$ cat src/rtl/swu_pkg.sv
package swu_pkg;

    localparam int SW_W      = 16;
    localparam int PRIV_BIT  = 13;
    localparam int MASK_LO   = 8;
    localparam int MASK_W    = 3;
    localparam int FLAG_N    = 5;
    localparam logic [SW_W-1:0] SW_KEEP = 16'h271F;
    localparam logic [MASK_W-1:0] MASK_RESET = '1;

    typedef enum logic {
        PRIV_USER  = 1'b0,
        PRIV_SUPER = 1'b1
    } priv_e;

    typedef enum logic [1:0] {
        STAY_USER,
        STAY_SUPER,
        ENTER_SUPER,
        LEAVE_SUPER
    } priv_move_e;

    function automatic logic [SW_W-1:0] pack_word(
        input logic              priv,
        input logic [MASK_W-1:0] mask,
        input logic [FLAG_N-1:0] flags
    );
        logic [SW_W-1:0] w;
        w = '0;
        w[PRIV_BIT] = priv;
        w[MASK_LO +: MASK_W] = mask;
        w[FLAG_N-1:0] = flags;
        return w;
    endfunction

endpackage

$ cat src/rtl/swu_priv_fsm.sv
module swu_priv_fsm
    import swu_pkg::*;
(
    input  logic clk,
    input  logic rst_n,
    input  logic wr_en,
    input  logic wr_priv,
    output logic priv_q,
    output logic enter_super,
    output logic leave_super
);

    priv_e      state_q;
    priv_e      state_d;
    priv_move_e move;

    // Transition selection
    always_comb begin
        move = STAY_SUPER;
        unique case (state_q)
            PRIV_USER:  move = (wr_en && wr_priv)  ? ENTER_SUPER : STAY_USER;
            PRIV_SUPER: move = (wr_en && !wr_priv) ? LEAVE_SUPER : STAY_SUPER;
            default:    move = STAY_SUPER;
        endcase
    end

    // Outputs and next state
    always_comb begin
        enter_super = 1'b0;
        leave_super = 1'b0;
        state_d     = state_q;
        unique case (move)
            ENTER_SUPER: begin
                enter_super = 1'b1;
                state_d     = PRIV_SUPER;
            end
            LEAVE_SUPER: begin
                leave_super = 1'b1;
                state_d     = PRIV_USER;
            end
            STAY_USER:  state_d = PRIV_USER;
            STAY_SUPER: state_d = PRIV_SUPER;
            default:    state_d = state_q;
        endcase
    end

    always_ff @(posedge clk or negedge rst_n) begin
        if (!rst_n) state_q <= PRIV_SUPER;
        else        state_q <= state_d;
    end

    assign priv_q = (state_q == PRIV_SUPER);

    p_one_move_r5: assert property (@(posedge clk) disable iff (!rst_n)
        !(enter_super && leave_super));

    p_enter_r4: assert property (@(posedge clk) disable iff (!rst_n)
        (wr_en && wr_priv && !priv_q) |=> priv_q);

    p_leave_r3: assert property (@(posedge clk) disable iff (!rst_n)
        (wr_en && !wr_priv && priv_q) |=> !priv_q);

endmodule

$ cat src/rtl/swu_ccr_bank.sv
module swu_ccr_bank
    import swu_pkg::*;
(
    input  logic              clk,
    input  logic              rst_n,
    input  logic              sw_we,
    input  logic [MASK_W-1:0] sw_mask,
    input  logic [FLAG_N-1:0] sw_flags,
    input  logic [FLAG_N-1:0] flag_we,
    input  logic [FLAG_N-1:0] flag_wdata,
    output logic [MASK_W-1:0] mask_q,
    output logic [FLAG_N-1:0] flags_q
);

    always_ff @(posedge clk or negedge rst_n) begin
        if (!rst_n)     mask_q <= MASK_RESET;
        else if (sw_we) mask_q <= sw_mask;
    end

    for (genvar i = 0; i < FLAG_N; i++) begin : g_flag
        always_ff @(posedge clk or negedge rst_n) begin
            if (!rst_n)          flags_q[i] <= 1'b0;
            else if (sw_we)      flags_q[i] <= sw_flags[i];
            else if (flag_we[i]) flags_q[i] <= flag_wdata[i];
        end

        p_flag_port_r6: assert property (@(posedge clk) disable iff (!rst_n)
            (flag_we[i] && !sw_we) |=> (flags_q[i] == $past(flag_wdata[i])));

        p_flag_hold_r6: assert property (@(posedge clk) disable iff (!rst_n)
            (!flag_we[i] && !sw_we) |=> $stable(flags_q[i]));
    end

endmodule

$ cat src/rtl/swu_stack_bank.sv
module swu_stack_bank #(
    parameter int PTR_W = 32
) (
    input  logic             clk,
    input  logic             rst_n,
    input  logic             enter_super,
    input  logic             leave_super,
    input  logic             act_we,
    input  logic [PTR_W-1:0] act_wdata,
    input  logic             usr_we,
    input  logic [PTR_W-1:0] usr_wdata,
    input  logic             sup_we,
    input  logic [PTR_W-1:0] sup_wdata,
    output logic [PTR_W-1:0] act_q,
    output logic [PTR_W-1:0] usr_q,
    output logic [PTR_W-1:0] sup_q
);

    logic swap;
    assign swap = enter_super || leave_super;

    always_ff @(posedge clk or negedge rst_n) begin
        if (!rst_n) begin
            act_q <= '0;
            usr_q <= '0;
            sup_q <= '0;
        end else if (enter_super) begin
            usr_q <= act_q;
            act_q <= sup_q;
        end else if (leave_super) begin
            sup_q <= act_q;
            act_q <= usr_q;
        end else begin
            if (act_we) act_q <= act_wdata;
            if (usr_we) usr_q <= usr_wdata;
            if (sup_we) sup_q <= sup_wdata;
        end
    end

    p_swap_in_r4: assert property (@(posedge clk) disable iff (!rst_n)
        enter_super |=> (usr_q == $past(act_q) && act_q == $past(sup_q)
                         && sup_q == $past(sup_q)));

    p_swap_out_r3: assert property (@(posedge clk) disable iff (!rst_n)
        leave_super |=> (sup_q == $past(act_q) && act_q == $past(usr_q)
                         && usr_q == $past(usr_q)));

    p_no_move_r5: assert property (@(posedge clk) disable iff (!rst_n)
        (!swap && !act_we) |=> $stable(act_q));

    p_direct_r7: assert property (@(posedge clk) disable iff (!rst_n)
        (!swap && usr_we) |=> (usr_q == $past(usr_wdata)));

endmodule

$ cat src/rtl/status_word_unit.sv
module status_word_unit
    import swu_pkg::*;
#(
    parameter int PTR_W = 32
) (
    input  logic              clk,
    input  logic              rst_n,
    input  logic              sw_we,
    input  logic [SW_W-1:0]   sw_wdata,
    output logic [SW_W-1:0]   sw_rdata,
    input  logic [FLAG_N-1:0] flag_we,
    input  logic [FLAG_N-1:0] flag_wdata,
    output logic              priv_o,
    output logic [MASK_W-1:0] imask_o,
    input  logic              sp_act_we,
    input  logic [PTR_W-1:0]  sp_act_wdata,
    output logic [PTR_W-1:0]  sp_act_q,
    input  logic              sp_usr_we,
    input  logic [PTR_W-1:0]  sp_usr_wdata,
    output logic [PTR_W-1:0]  sp_usr_q,
    input  logic              sp_sup_we,
    input  logic [PTR_W-1:0]  sp_sup_wdata,
    output logic [PTR_W-1:0]  sp_sup_q
);

    logic              priv_q;
    logic              enter_super;
    logic              leave_super;
    logic [MASK_W-1:0] mask_q;
    logic [FLAG_N-1:0] flags_q;
    logic [SW_W-1:0]   kept_w;

    assign kept_w = sw_wdata & SW_KEEP;

    swu_priv_fsm u_fsm (
        .clk         (clk),
        .rst_n       (rst_n),
        .wr_en       (sw_we),
        .wr_priv     (kept_w[PRIV_BIT]),
        .priv_q      (priv_q),
        .enter_super (enter_super),
        .leave_super (leave_super)
    );

    swu_ccr_bank u_ccr (
        .clk        (clk),
        .rst_n      (rst_n),
        .sw_we      (sw_we),
        .sw_mask    (kept_w[MASK_LO +: MASK_W]),
        .sw_flags   (kept_w[FLAG_N-1:0]),
        .flag_we    (flag_we),
        .flag_wdata (flag_wdata),
        .mask_q     (mask_q),
        .flags_q    (flags_q)
    );

    swu_stack_bank #(.PTR_W(PTR_W)) u_stk (
        .clk         (clk),
        .rst_n       (rst_n),
        .enter_super (enter_super),
        .leave_super (leave_super),
        .act_we      (sp_act_we),
        .act_wdata   (sp_act_wdata),
        .usr_we      (sp_usr_we),
        .usr_wdata   (sp_usr_wdata),
        .sup_we      (sp_sup_we),
        .sup_wdata   (sp_sup_wdata),
        .act_q       (sp_act_q),
        .usr_q       (sp_usr_q),
        .sup_q       (sp_sup_q)
    );

    assign sw_rdata = pack_word(priv_q, mask_q, flags_q);
    assign priv_o   = priv_q;
    assign imask_o  = mask_q;

    p_word_load_r2: assert property (@(posedge clk) disable iff (!rst_n)
        sw_we |=> (sw_rdata == $past(kept_w)));

    p_spare_zero_r1: assert property (@(posedge clk) disable iff (!rst_n)
        (sw_rdata & ~SW_KEEP) == '0);

endmodule

$ cat config.mk
export PLATFORM = sky130hd
export DESIGN_NAME = status_word_unit
export DESIGN_NICKNAME = d
export VERILOG_FILES = /design/src/rtl/swu_pkg.sv /design/src/rtl/swu_priv_fsm.sv /design/src/rtl/swu_ccr_bank.sv /design/src/rtl/swu_stack_bank.sv /design/src/rtl/status_word_unit.sv
export SDC_FILE = /design/constraint.sdc
export NUM_CORES = 1
export LEC_CHECK = 0
export ABC_AREA = 1
export BUFFER_PORTS_ARGS = -buffer_cell sky130_fd_sc_hd__buf_2
export CAP_MARGIN = 20
export CORE_UTILIZATION = 45
export CTS_CLUSTER_DIAMETER = 50
export DETAILED_ROUTE_END_ITERATION = 10
export PLACE_DENSITY_LB_ADDON = 0.25
export SLEW_MARGIN = 20
export SYNTH_ARGS = -nofsm -noshare
export SYNTH_HDL_FRONTEND = slang
export SYNTH_SLANG_ARGS = --single-unit
$ cat constraint.sdc
create_clock -name clk -period 2.6 [get_ports clk]
set_input_delay 0.26 -clock clk [delete_from_list [all_inputs] [get_ports clk]]
set_output_delay 0.26 -clock clk [all_outputs]
set_load 0.02 [all_outputs]
==> impl_results.md, run 1 <==
- GPL Wtd Cong: 0.828
- Total Routing Usage GR: 26.5%
- Nets: 1119
- CP endpoint kind: flip-flop
- Setup Skew: 0.00935 ns
- P&R area growth vs syn: 26.3%
- Yosys warns: 0
- Die Ht: 116 um
- Critical R2R Capture: u_stk.sup_q[26]$_DFFE_PN0P_
- Switching share of total power: 34.8%
- RSZ-0062 raised after global routing: no
- Combinational share of power: 28.3%
- Drt first pass iters: 5
- Share of layout cells above drive strength 1: 29.8%
- Final Critical Period: 2.10 ns
- Post-Synthesis Cells: 797
- Num CTS Buffers: 9
- Max Cap Viol: 0
- Clk sinks: 105
- Synth Area per Inst: 7.30 sq um
- Synth Register Bits: 105
- ANT nets after route: 0
- Fin. Hold Viols: 0
- Final critical-path share of the clock period: 80.9%
- CTS Root Cell: clkbuf_16
- CP endpoint: u_stk.sup_q[26]$_DFFE_PN0P_
- Worst Path Arrival: 2.34 ns
- Num ports: 244
- Cells on worst reg2reg path: 8
- Fin. max-slew vios: 0
- PwrDens: 681 nW/um^2
- Final WL: 17.2 mm
- Flop pwr share: 42.0%
- Initial antenna violation count: 0
- Fmax: 476 MHz
- Core ar.: 12600 sq um
- Clk Latency, worst-skew pair: 0.35 ns
- Most frequent cells in the layout: 304 x nand2_1, 228 x buf_2, 128 x nand3_1
- Initial DRC count: 338
- Final setup viols: 0
- Worst IR Drop VDD: 0.342 mV
- Slew at the pin with the worst max-slew slack: 0.723 ns
- Synthesized area: 5820 sq um
- Clk pwr share: 29.6%
- Die extent in x: 116 um
- Hold/Removal Path Class: input port to flip-flop
- Fill cell count: 1229
- Commonest non-fill, non-tap cell in the layout: nand2_1
- Synth unique cells: 22
- Status: completed
- Port bufs: 229
- Relative slew slack: 51.8%
- Total gr overflow: 0
- Clock-pin slew on the worst setup and hold paths: 0.07 ns
- Setup CP Type: flip-flop to flip-flop
- Post-synthesis sequential area ratio: 45.3%
- Leakage power: 4.21 nW
- Via density per instance: 5.08
- Crit start category: flip-flop
- Maximum root-to-sink buffer count: 2
- Largest net degree at the start of global routing: 92
- H-Tree Depth: 3
- NetSw: 1.74 mW
- Routed len/inst: 14.8 um
- Via count: 5929
- Drc violations: 0
- Crit Path Max Fanout: 24
- Data required, critical path: 2.84 ns
- TritonCTS clock tree: done
- FP Rows: 41
- First-pass GRT wire length: 27.3 mm
- Detailed Place HPWL: 11.9 mm
- Setup TNS: 0 ns
- Initial Util: 46.1%
- Pint: 3.27 mW
- FF-to-FF setup slack: 0.50 ns
- Final core occ: 58.2%
- Die area: 13400 sq um
- Vias in the first global route: 5397
- Antenna Diode Count: 0
-- synthesized netlist by cell type, drive strengths merged --
library cell	count	area, sq um
nand2	307	1160
mux2i	5	50.1
a21oi	5	25.0
conb	1	3.75
nand4	32	200
clkbuf	19	71.3
inv	37	139
o21ai	65	325
or2	32	200
buf	53	305
dfrtp	101	2530
nor2	5	18.8
nand3	131	686
dfstp	4	105
-- layout make-up --
class	count	area [sq um]	area share (%)
clock buffer	13	260	3.54
multi-input combinational	589	2700	36.7
timing repair buffer	249	1340	18.2
clock inverter	3	65.1	0.885
inverter	37	139	1.89
tap	172	215	2.93
sequential	105	2630	35.8
-- how the worst min path moves through the flow --
| stage | from | end | cells past startpoint |
|---|---|---|---|
| 2_1_floorplan | rst_n | u_ccr.flags_q[0]$_DFFE_PN0P_ | 0 |
| 3_3_place_gp | rst_n | u_stk.act_q[5]$_DFFE_PN0P_ | 1 |
| 3_5_place_dp | rst_n | u_stk.act_q[5]$_DFFE_PN0P_ | 1 |
| 4_1_cts | sw_wdata[10] | u_ccr.mask_q[2]$_DFFE_PN1P_ | 3 |
| 5_1_grt | sw_wdata[10] | u_ccr.mask_q[2]$_DFFE_PN1P_ | 3 |
| 6_report | sw_wdata[8] | u_ccr.mask_q[0]$_DFFE_PN1P_ | 3 |
-- stage by stage --
step	std cells	instance area (sq um)	total power, mW	setup WS, ns	hold slack (ns)
global route	1168	7350	5.29	0.251	0.127
detailed placement	1151	7010	3.56	0.455	0.360
finish	1168	7350	5.01	0.498	0.117
global placement	1151	7010	3.53	0.487	0.358
CTS	1168	7350	5.04	0.459	0.113
floorplan	803	5840	2.98	1.04	-0.0356
-- power by group through the flow --
stage	registers, mW	clock network (mW)	logic [mW]
4_1_cts	2.10	1.50	1.43
5_1_grt	2.14	1.57	1.58
3_3_place_gp	2.13	0	1.41
6_report	2.10	1.48	1.42
3_5_place_dp	2.13	0	1.43
2_1_floorplan	2.40	0	0.586
-- cells by family (layout without fill, tap and decap cells) --
group                  Yosys count  after routing  synth area share (%)
buffers and inverters          109            302                  8.86
AOI/OAI and AO/OA               70             70                  6.02
other                            1              7                0.0645
DFF                            105            105                  45.3
and+or+nand+nor                507            507                  38.9
muxes                            5              5                 0.860
-- routing by layer --
layer / global-route usage, % / routed length, um / part of all wire [%] / vias up
met3: 3.45 / 1130 / 6.6 / 15
met2: 44.4 / 8320 / 48 / 251
met1: 35.6 / 7570 / 44 / 2710
met5: 0 / 0 / 0 / -
met4: 9.15 / 234 / 1.4 / 0
li1: - / - / - / 2953
-- flip-flops by register name (all words and copies together), names as in the netlist, named ones only --
register       count
u_ccr.mask_q       3
u_stk.act_q       32
u_stk.sup_q       32
u_ccr.flags_q      5
u_stk.usr_q       32
-- timing repair --
item,CTS,global route
hold endpoints to repair,25,0
gates resized for setup,0,0
setup buffers,0,0
hold buffers,1,0
-- worst max-delay path: stages (launching register included) --
cell	delay [ns]
dfstp_2	0.68
inv_2	0.10
nand2_2	0.08
nand3_4	0.26
nand2_1	0.14
nand2_1	0.24
buf_4	0.35
nand2_1	0.10
nand2_1	0.05
No activity file was read; power rests on OpenSTA's default activity.
==> run 2, diff against run 1 <==
--- a/config.mk
+++ b/config.mk
@@ -5,10 +5,10 @@
 export SDC_FILE = /design/constraint.sdc
 export NUM_CORES = 1
 export LEC_CHECK = 0
-export ABC_AREA = 1
+export ABC_AREA = 0
 export BUFFER_PORTS_ARGS = -buffer_cell sky130_fd_sc_hd__buf_2
 export CAP_MARGIN = 20
-export CORE_UTILIZATION = 45
+export CORE_UTILIZATION = 43
 export CTS_CLUSTER_DIAMETER = 50
 export DETAILED_ROUTE_END_ITERATION = 10
 export PLACE_DENSITY_LB_ADDON = 0.25
==> constraint.sdc (replaced) <==
create_clock -name clk -period 1.9 [get_ports clk]
set_input_delay 0.19 -clock clk [delete_from_list [all_inputs] [get_ports clk]]
set_output_delay 0.19 -clock clk [all_outputs]
set_load 0.02 [all_outputs]
==> run 2 against run 1 <==
Non-clock buffer count increased by 4. Register-to-register slack got worse by 0.34 ns. Flip-flop and latch count unchanged. Sequential power increased by 42%. Clock skew decreased by 0.0037 ns. Total power increased by 41%. Synthesized area decreased by 6.2%. Final cell count decreased by 25%. Worst hold slack got worse by 0.055 ns. Clock-buffer cell count increased by 1. First-iteration DRC count increased by 3.0%. Sequential share of layout area increased by 1.3 points. Critical path type unchanged.
==> impl_results.md, run 2 <==
- Status: completed (unchanged)
- Clk sinks: 105 (unchanged)
- Core ar.: 12200 sq um (was 12600 sq um)
- Port bufs: 229 (unchanged)
- Total gr overflow: 0 (unchanged)
- Nets: 827 (was 1119)
- Drt first pass iters: 4 (was 5)
- Final core occ: 58.1% (was 58.2%)
- Crit start category: flip-flop (unchanged)
- Post-Synthesis Cells: 482 (was 797)
- First-pass GRT wire length: 24.6 mm (was 27.3 mm)
- Hold/Removal Path Class: input port to flip-flop (unchanged)
- H-Tree Depth: 3 (unchanged)
- Yosys top cell by area: dfrtp_1 (unchanged)
- Biggest regs: u_stk.act_q: 32 flops, u_stk.sup_q: 32 flops, u_stk.usr_q: 32 flops (unchanged)
- Num ports: 244 (unchanged)
- Vias in the first global route: 4845 (was 5397)
- CTS Root Cell: clkbuf_16 (unchanged)
- Setup Skew: 0.00567 ns (was 0.00935 ns)
- Most frequent cells in the layout: 228 x buf_2, 101 x dfrtp_1, 67 x mux2_2 (was 304 x nand2_1, 228 x buf_2, 128 x nand3_1)
- Die Ht: 115 um (was 116 um)
- Setup TNS: 0 ns (unchanged)
- Synth Area per Inst: 11.3 sq um (was 7.30 sq um)
- Crit Path Max Fanout: 18 (was 24)
- Max Cap Viol: 0 (unchanged)
- CP endpoint kind: flip-flop (unchanged)
- Worst Path Arrival: 1.97 ns (was 2.34 ns)
- Largest net degree at the start of global routing: 52 (was 92)
- Fin. max-slew vios: 0 (unchanged)
- Final Critical Period: 1.74 ns (was 2.10 ns)
- Final WL: 15.7 mm (was 17.2 mm)
- Initial antenna violation count: 0 (unchanged)
- Final setup viols: 0 (unchanged)
- PwrDens: 993 nW/um^2 (was 681 nW/um^2)
- Setup CP Type: flip-flop to flip-flop (unchanged)
- RSZ-0062 raised after global routing: no (unchanged)
- Worst IR Drop VDD: 0.480 mV (was 0.342 mV)
- Share of layout cells above drive strength 1: 48.7% (was 29.8%)
- Post-Place Cells: 852 (was 1151)
- Total Routing Usage GR: 24.4% (was 26.5%)
- Initial Util: 44.7% (was 46.1%)
- Num CTS Buffers: 9 (unchanged)
- Via density per instance: 5.45 (was 5.08)
- Post-synthesis sequential area ratio: 48.2% (was 45.3%)
- Min Hold Slack: 0.0620 ns (was 0.117 ns)
- Antenna Diode Count: 0 (unchanged)
- Post-synth EDFFs: 0 (unchanged)
- Final std cells w/o fill: 872 (was 1168)
- ANT nets after route: 0 (unchanged)
- Synthesized area: 5460 sq um (was 5820 sq um)
- Clock-pin slew on the worst setup and hold paths: 0.07 ns (about the same)
- Maximum root-to-sink buffer count: 2 (unchanged)
- Initial DRC count: 348 (was 338)
- Detailed Place HPWL: 10.9 mm (was 11.9 mm)
- Synth Flop Type: dfrtp_1 (unchanged)
- Final critical-path share of the clock period: 91.8% (was 80.9%)
- Data required, critical path: 2.13 ns (was 2.84 ns)
- TritonCTS clock tree: done (unchanged)
- FP Rows: 40 (was 41)
- Die area: 13100 sq um (was 13400 sq um)
- Via count: 4755 (was 5929)
- Post-synth ARST share: 100% (unchanged)
- Synth Register Bits: 105 (unchanged)
- Synth unique cells: 28 (was 22)
- GPL Wtd Cong: 0.834 (was 0.828)
- Yosys warns: 0 (unchanged)
- Commonest non-fill, non-tap cell in the layout: buf_2 (was nand2_1)
- Routed len/inst: 18.0 um (was 14.8 um)
- Synth top area share: 46.3% (was 43.5%)
- Top cells by area, synth: dfrtp_1 46%, mux2_2 14%, o22ai_1 7.2% (was dfrtp_1 43%, nand2_1 20%, nand3_1 11%)
- P&R area growth vs syn: 29.9% (was 26.3%)
- Most frequent cell after synthesis: dfrtp_1 (was nand2_1)
- Drc violations: 0 (unchanged)
- Synth top cells by count: 101 x dfrtp_1, 67 x mux2_2, 63 x o22ai_1 (was 304 x nand2_1, 128 x nand3_1, 101 x dfrtp_1)
- Fmax: 574 MHz (was 476 MHz)
- Clk Latency, worst-skew pair: 0.34 ns (was 0.35 ns)
- Die extent in x: 115 um (was 116 um)
- Leakage power: 3.57 nW (was 4.21 nW)
- Fin. Hold Viols: 0 (unchanged)
-- run 2: area by class of cell --
class / instances / area (sq um)
inverters: 3 / 12.5
repair buffers: 253 / 1430
fillers: 1063 / 5120
flip-flops and latches: 105 / 2630
clock inverters: 2 / 35.0
well taps: 168 / 210
clock buffers: 14 / 274
multi-input cells: 327 / 2490
-- run 2: power breakdown --
group          switching [mW]  leakage [nW]  internal (mW)
logic                    1.24          2.20          0.886
clock network           0.798         0.153           1.13
registers               0.356          1.22           2.63
total                    2.39          3.57           4.65
-- run 2: layer usage --
metal | wire, um | vias to the layer above | GRT usage, %
met5 | 0 | - | 0
met4 | 311 | 0 | 10.9
met2 | 7800 | 208 | 41.1
met3 | 990 | 22 | 4.13
li1 | - | 2227 | -
met1 | 6560 | 2298 | 30.6
-- run 2: path summary, 6_finish.rpt --
kind,endpoint,start,slack [ns],depth (start not counted)
setup / recovery,u_stk.sup_q[11]$_DFFE_PN0P_,flip-flop,0.16,5
hold / removal,u_ccr.flags_q[1]$_DFFE_PN0P_,sw_wdata[1],0.06,3
setup reg to reg,u_stk.sup_q[11]$_DFFE_PN0P_,flip-flop,0.16,5
hold reg to reg,u_stk.act_q[16]$_DFFE_PN0P_,u_stk.act_q[16]$_DFFE_PN0P_,0.54,1
max in group asynchronous,u_stk.usr_q[8]$_DFFE_PN0P_,rst_n,0.89,3
min in group asynchronous,u_ccr.flags_q[0]$_DFFE_PN0P_,rst_n,0.35,2
-- run 2: kinds of logic after synthesis --
family | after synthesis | share of synthesized area, %
xor gates and xnor gates | 1 | 0.161
muxes | 104 | 20.6
and+or+nand+nor | 43 | 3.32
DFF | 105 | 48.2
other | 1 | 0.0687
buffers and inverters | 56 | 6.67
AOI/OAI and AO/OA | 172 | 20.9
-- run 2: stage by stage --
step                      power (mW)  setup slack (ns)  instance area [sq um]
after floorplan                 4.30             0.226                   5480
after global placement          5.08             0.185                   6750
after detailed placement        5.15             0.127                   6750
after CTS                       7.10             0.108                   7070
after global routing            7.40            0.0813                   7090
final                           7.04             0.157                   7090
-- run 2: what timing repair did --
action / 4_1_cts / 5_1_grt
gates resized for setup: 0 / 0
setup endpoints to repair: 0 / 1
setup buffers: 0 / 3
hold endpoints to repair: 31 / 0
hold buffers: 1 / 0
-- run 2: critical path, cell delays in order (launching register included) --
cell	delay, ns
dfstp_2	0.61
buf_4	0.14
nand3_4	0.05
buf_4	0.23
mux2_2	0.30
mux2_2	0.28
==> run 3, diff against run 2 <==
==> constraint.sdc (replaced) <==
create_clock -name clk -period 1.9 [get_ports clk]
set_input_delay 0.095 -clock clk [delete_from_list [all_inputs] [get_ports clk]]
set_output_delay 0.095 -clock clk [all_outputs]
set_load 0.02 [all_outputs]
==> run 3 against run 2 <==
Worst hold slack worse by 0.028 ns. Die area is the same. Sequential power is essentially flat. Largest cell class unchanged. Final cell count is 0.46% higher. Critical path depth unchanged. Critical path type unchanged. Highest routed layer unchanged. Wire length is 2.3% higher. First-iteration DRC count shrank 22%. Clock-buffer cell count fell by 3. Register-to-register slack got worse by 0.04 ns.
==> impl_results.md, run 3 (same netlist as run 2, synthesis figures left out) <==
- Fin. Hold Viols: 0 (unchanged)
- Share of layout cells above drive strength 1: 48.0% (was 48.7%)
- Die area: 13100 sq um (unchanged)
- Largest net degree at the start of global routing: 106 (was 52)
- Maximum root-to-sink buffer count: 2 (unchanged)
- ANT nets after route: 0 (unchanged)
- Pint: 4.70 mW (was 4.65 mW)
- FF-to-FF setup slack: 0.11 ns (was 0.16 ns)
- Fmax: 559 MHz (was 574 MHz)
- Port bufs: 229 (unchanged)
- Post-Place Cells: 851 (was 852)
- Vias in the first global route: 4839 (was 4845)
- Die extent in x: 115 um (unchanged)
- Flop pwr share: 41.9% (was 42.4%)
- P&R area growth vs syn: 31.0% (was 29.9%)
- Most frequent cells in the layout: 228 x buf_2, 101 x dfrtp_1, 67 x mux2_2 (unchanged)
- Commonest non-fill, non-tap cell in the layout: buf_2 (unchanged)
- RSZ-0062 raised after global routing: no (unchanged)
- Final setup viols: 0 (unchanged)
- Final std cells w/o fill: 876 (was 872)
- Status: completed (unchanged)
- FP Rows: 40 (unchanged)
- Die Ht: 115 um (unchanged)
- Drt first pass iters: 4 (unchanged)
- Via count: 4836 (was 4755)
- Fin. max-slew vios: 0 (unchanged)
- Power consumption: 7.14 mW (was 7.04 mW)
- Via density per instance: 5.52 (was 5.45)
- Final critical-path share of the clock period: 94.1% (was 91.8%)
- Setup Skew: 0.00826 ns (was 0.00567 ns)
- Relative slew slack: 59.5%
- H-Tree Depth: 3 (unchanged)
- Initial Util: 44.7% (unchanged)
- Num CTS Buffers: 9 (unchanged)
- Num ports: 244 (unchanged)
- Post-route cell area: 7150 sq um (was 7090 sq um)
- Hold/Removal Path Class: input port to flip-flop (unchanged)
- Leakage power: 3.59 nW (was 3.57 nW)
- PwrDens: 998 nW/um^2 (was 993 nW/um^2)
- First-pass GRT wire length: 25.0 mm (was 24.6 mm)
- Setup TNS: 0 ns (unchanged)
- Data required, critical path: 2.19 ns (was 2.13 ns)
- Final WL: 16.0 mm (was 15.7 mm)
- Dpl cell area: 6720 sq um (was 6750 sq um)
- Post-route worst setup slack: 0.112 ns (was 0.157 ns)
- Clock-pin slew on the worst setup and hold paths: 0.06 ns (was 0.07 ns)
- Total Routing Usage GR: 24.9% (was 24.4%)
- CTS Root Cell: clkbuf_16 (unchanged)
- TritonCTS clock tree: done (unchanged)
- Setup CP Type: flip-flop to flip-flop (unchanged)
- Crit start category: flip-flop (unchanged)
- Fill cell count: 1093 (was 1063)
- Clk Latency, worst-skew pair: 0.35 ns (was 0.34 ns)
- Worst IR Drop VDD: 0.603 mV (was 0.480 mV)
- Clk pwr share: 28.4% (was 27.4%)
- Post_cts resized: 0 (unchanged)
- Nets: 832 (was 827)
- Combinational share of power: 29.7% (was 30.2%)
- Crit Path Max Fanout: 27 (was 18)
- Routed len/inst: 18.3 um (was 18.0 um)
- Initial antenna violation count: 0 (unchanged)
- Total gr overflow: 0 (unchanged)
- Switching share of total power: 34.1% (was 34.0%)
- Antenna Diode Count: 0 (unchanged)
- Core ar.: 12200 sq um (unchanged)
- GPL Wtd Cong: 0.813 (was 0.834)
- Biggest regs: u_stk.act_q: 32 flops, u_stk.sup_q: 32 flops, u_stk.usr_q: 32 flops (unchanged)
- Slew at the pin with the worst max-slew slack: 0.608 ns
- Max Cap Viol: 0 (unchanged)
- Detailed Place HPWL: 10.7 mm (was 10.9 mm)
- CP endpoint kind: flip-flop (unchanged)
- Worst Path Arrival: 2.08 ns (was 1.97 ns)
- NetSw: 2.43 mW (was 2.39 mW)
- Initial DRC count: 270 (was 348)
- Clk sinks: 105 (unchanged)
- Final Critical Period: 1.79 ns (was 1.74 ns)
- Post-CTS Setup Bufs: 0 (unchanged)
- Drc violations: 0 (unchanged)
- Place WS: 0.144 ns (was 0.127 ns)
-- run 3: changes by cell type in the layout (fill, tap and decap cells not counted) --
| cell | delta |
|---|---|
| buf_4 | -2 |
| inv_6 | +1 |
| clkbuf_8 | -2 |
| clkinvlp_4 | +1 |
| clkbuf_16 | +1 |
| clkbuf_1 | -1 |
| dlygate4sd3_1 | +8 |
| bufinv_16 | +1 |
| buf_12 | -2 |
| clkinv_2 | -1 |
-- run 3: critical path, cell delays in order, from the launching register on --
cell,delay [ns]
dfstp_2,0.66
nand3b_1,0.34
buf_12,0.25
o22ai_1,0.10
a211oi_1,0.25
a21o_1,0.11
-- run 3: power by group through the flow --
| stage | Combinational [mW] | Sequential (mW) | Clock (mW) |
|---|---|---|---|
| after detailed placement | 2.11 | 3.03 | 0 |
| after global routing | 2.29 | 3.05 | 2.16 |
| after floorplan | 0.859 | 3.44 | 0 |
| after global placement | 2.06 | 3.00 | 0 |
| after CTS | 2.13 | 2.99 | 2.07 |
| final | 2.12 | 2.99 | 2.02 |
-- run 3: final timing paths --
kind                                              from                            to  depth (start not counted)
max                                          flip-flop   u_stk.act_q[28]$_DFFE_PN0P_                          5
min                                      flag_wdata[2]  u_ccr.flags_q[2]$_DFFE_PN0P_                          3
max reg2reg                                  flip-flop   u_stk.act_q[28]$_DFFE_PN0P_                          5
min reg2reg                u_stk.act_q[16]$_DFFE_PN0P_   u_stk.act_q[16]$_DFFE_PN0P_                          1
max in group asynchronous                        rst_n    u_stk.sup_q[6]$_DFFE_PN0P_                          3
min in group asynchronous                        rst_n  u_ccr.flags_q[0]$_DFFE_PN0P_                          3
-- run 3: metrics by stage --
step | hold slack (ns) | util (%)
final | 0.0343 | 58.5
after global routing | 0.0482 | 58.5
after CTS | 0.0232 | 58.3
after detailed placement | 0.214 | 55.0
after global placement | 0.210 | 55.0
after floorplan | -0.201 | -
-- run 3: what timing repair did --
action | CTS | global route
setup endpoints to repair | 0 | 1
hold buffers | 9 | 0
hold endpoints to repair | 109 | 0
-- run 3: final cells by class --
| type | instances | area (sq um) | area share, % |
|---|---|---|---|
| Sequential cell | 105 | 2630 | 36.8 |
| Multi-Input combinational cell | 327 | 2490 | 34.9 |
| Timing Repair Buffer | 258 | 1480 | 20.7 |
| Clock buffer | 11 | 243 | 3.40 |
| Tap cell | 168 | 210 | 2.94 |
| Clock inverter | 4 | 76.3 | 1.07 |
| Inverter | 3 | 12.5 | 0.175 |
-- run 3: routing by layer --
layer | global-route usage [%] | share of wire, %
met1 | 30.5 | 42
met2 | 42.7 | 50
met3 | 5.93 | 6.3
met4 | 8.74 | 1.7
met5 | 0 | 0
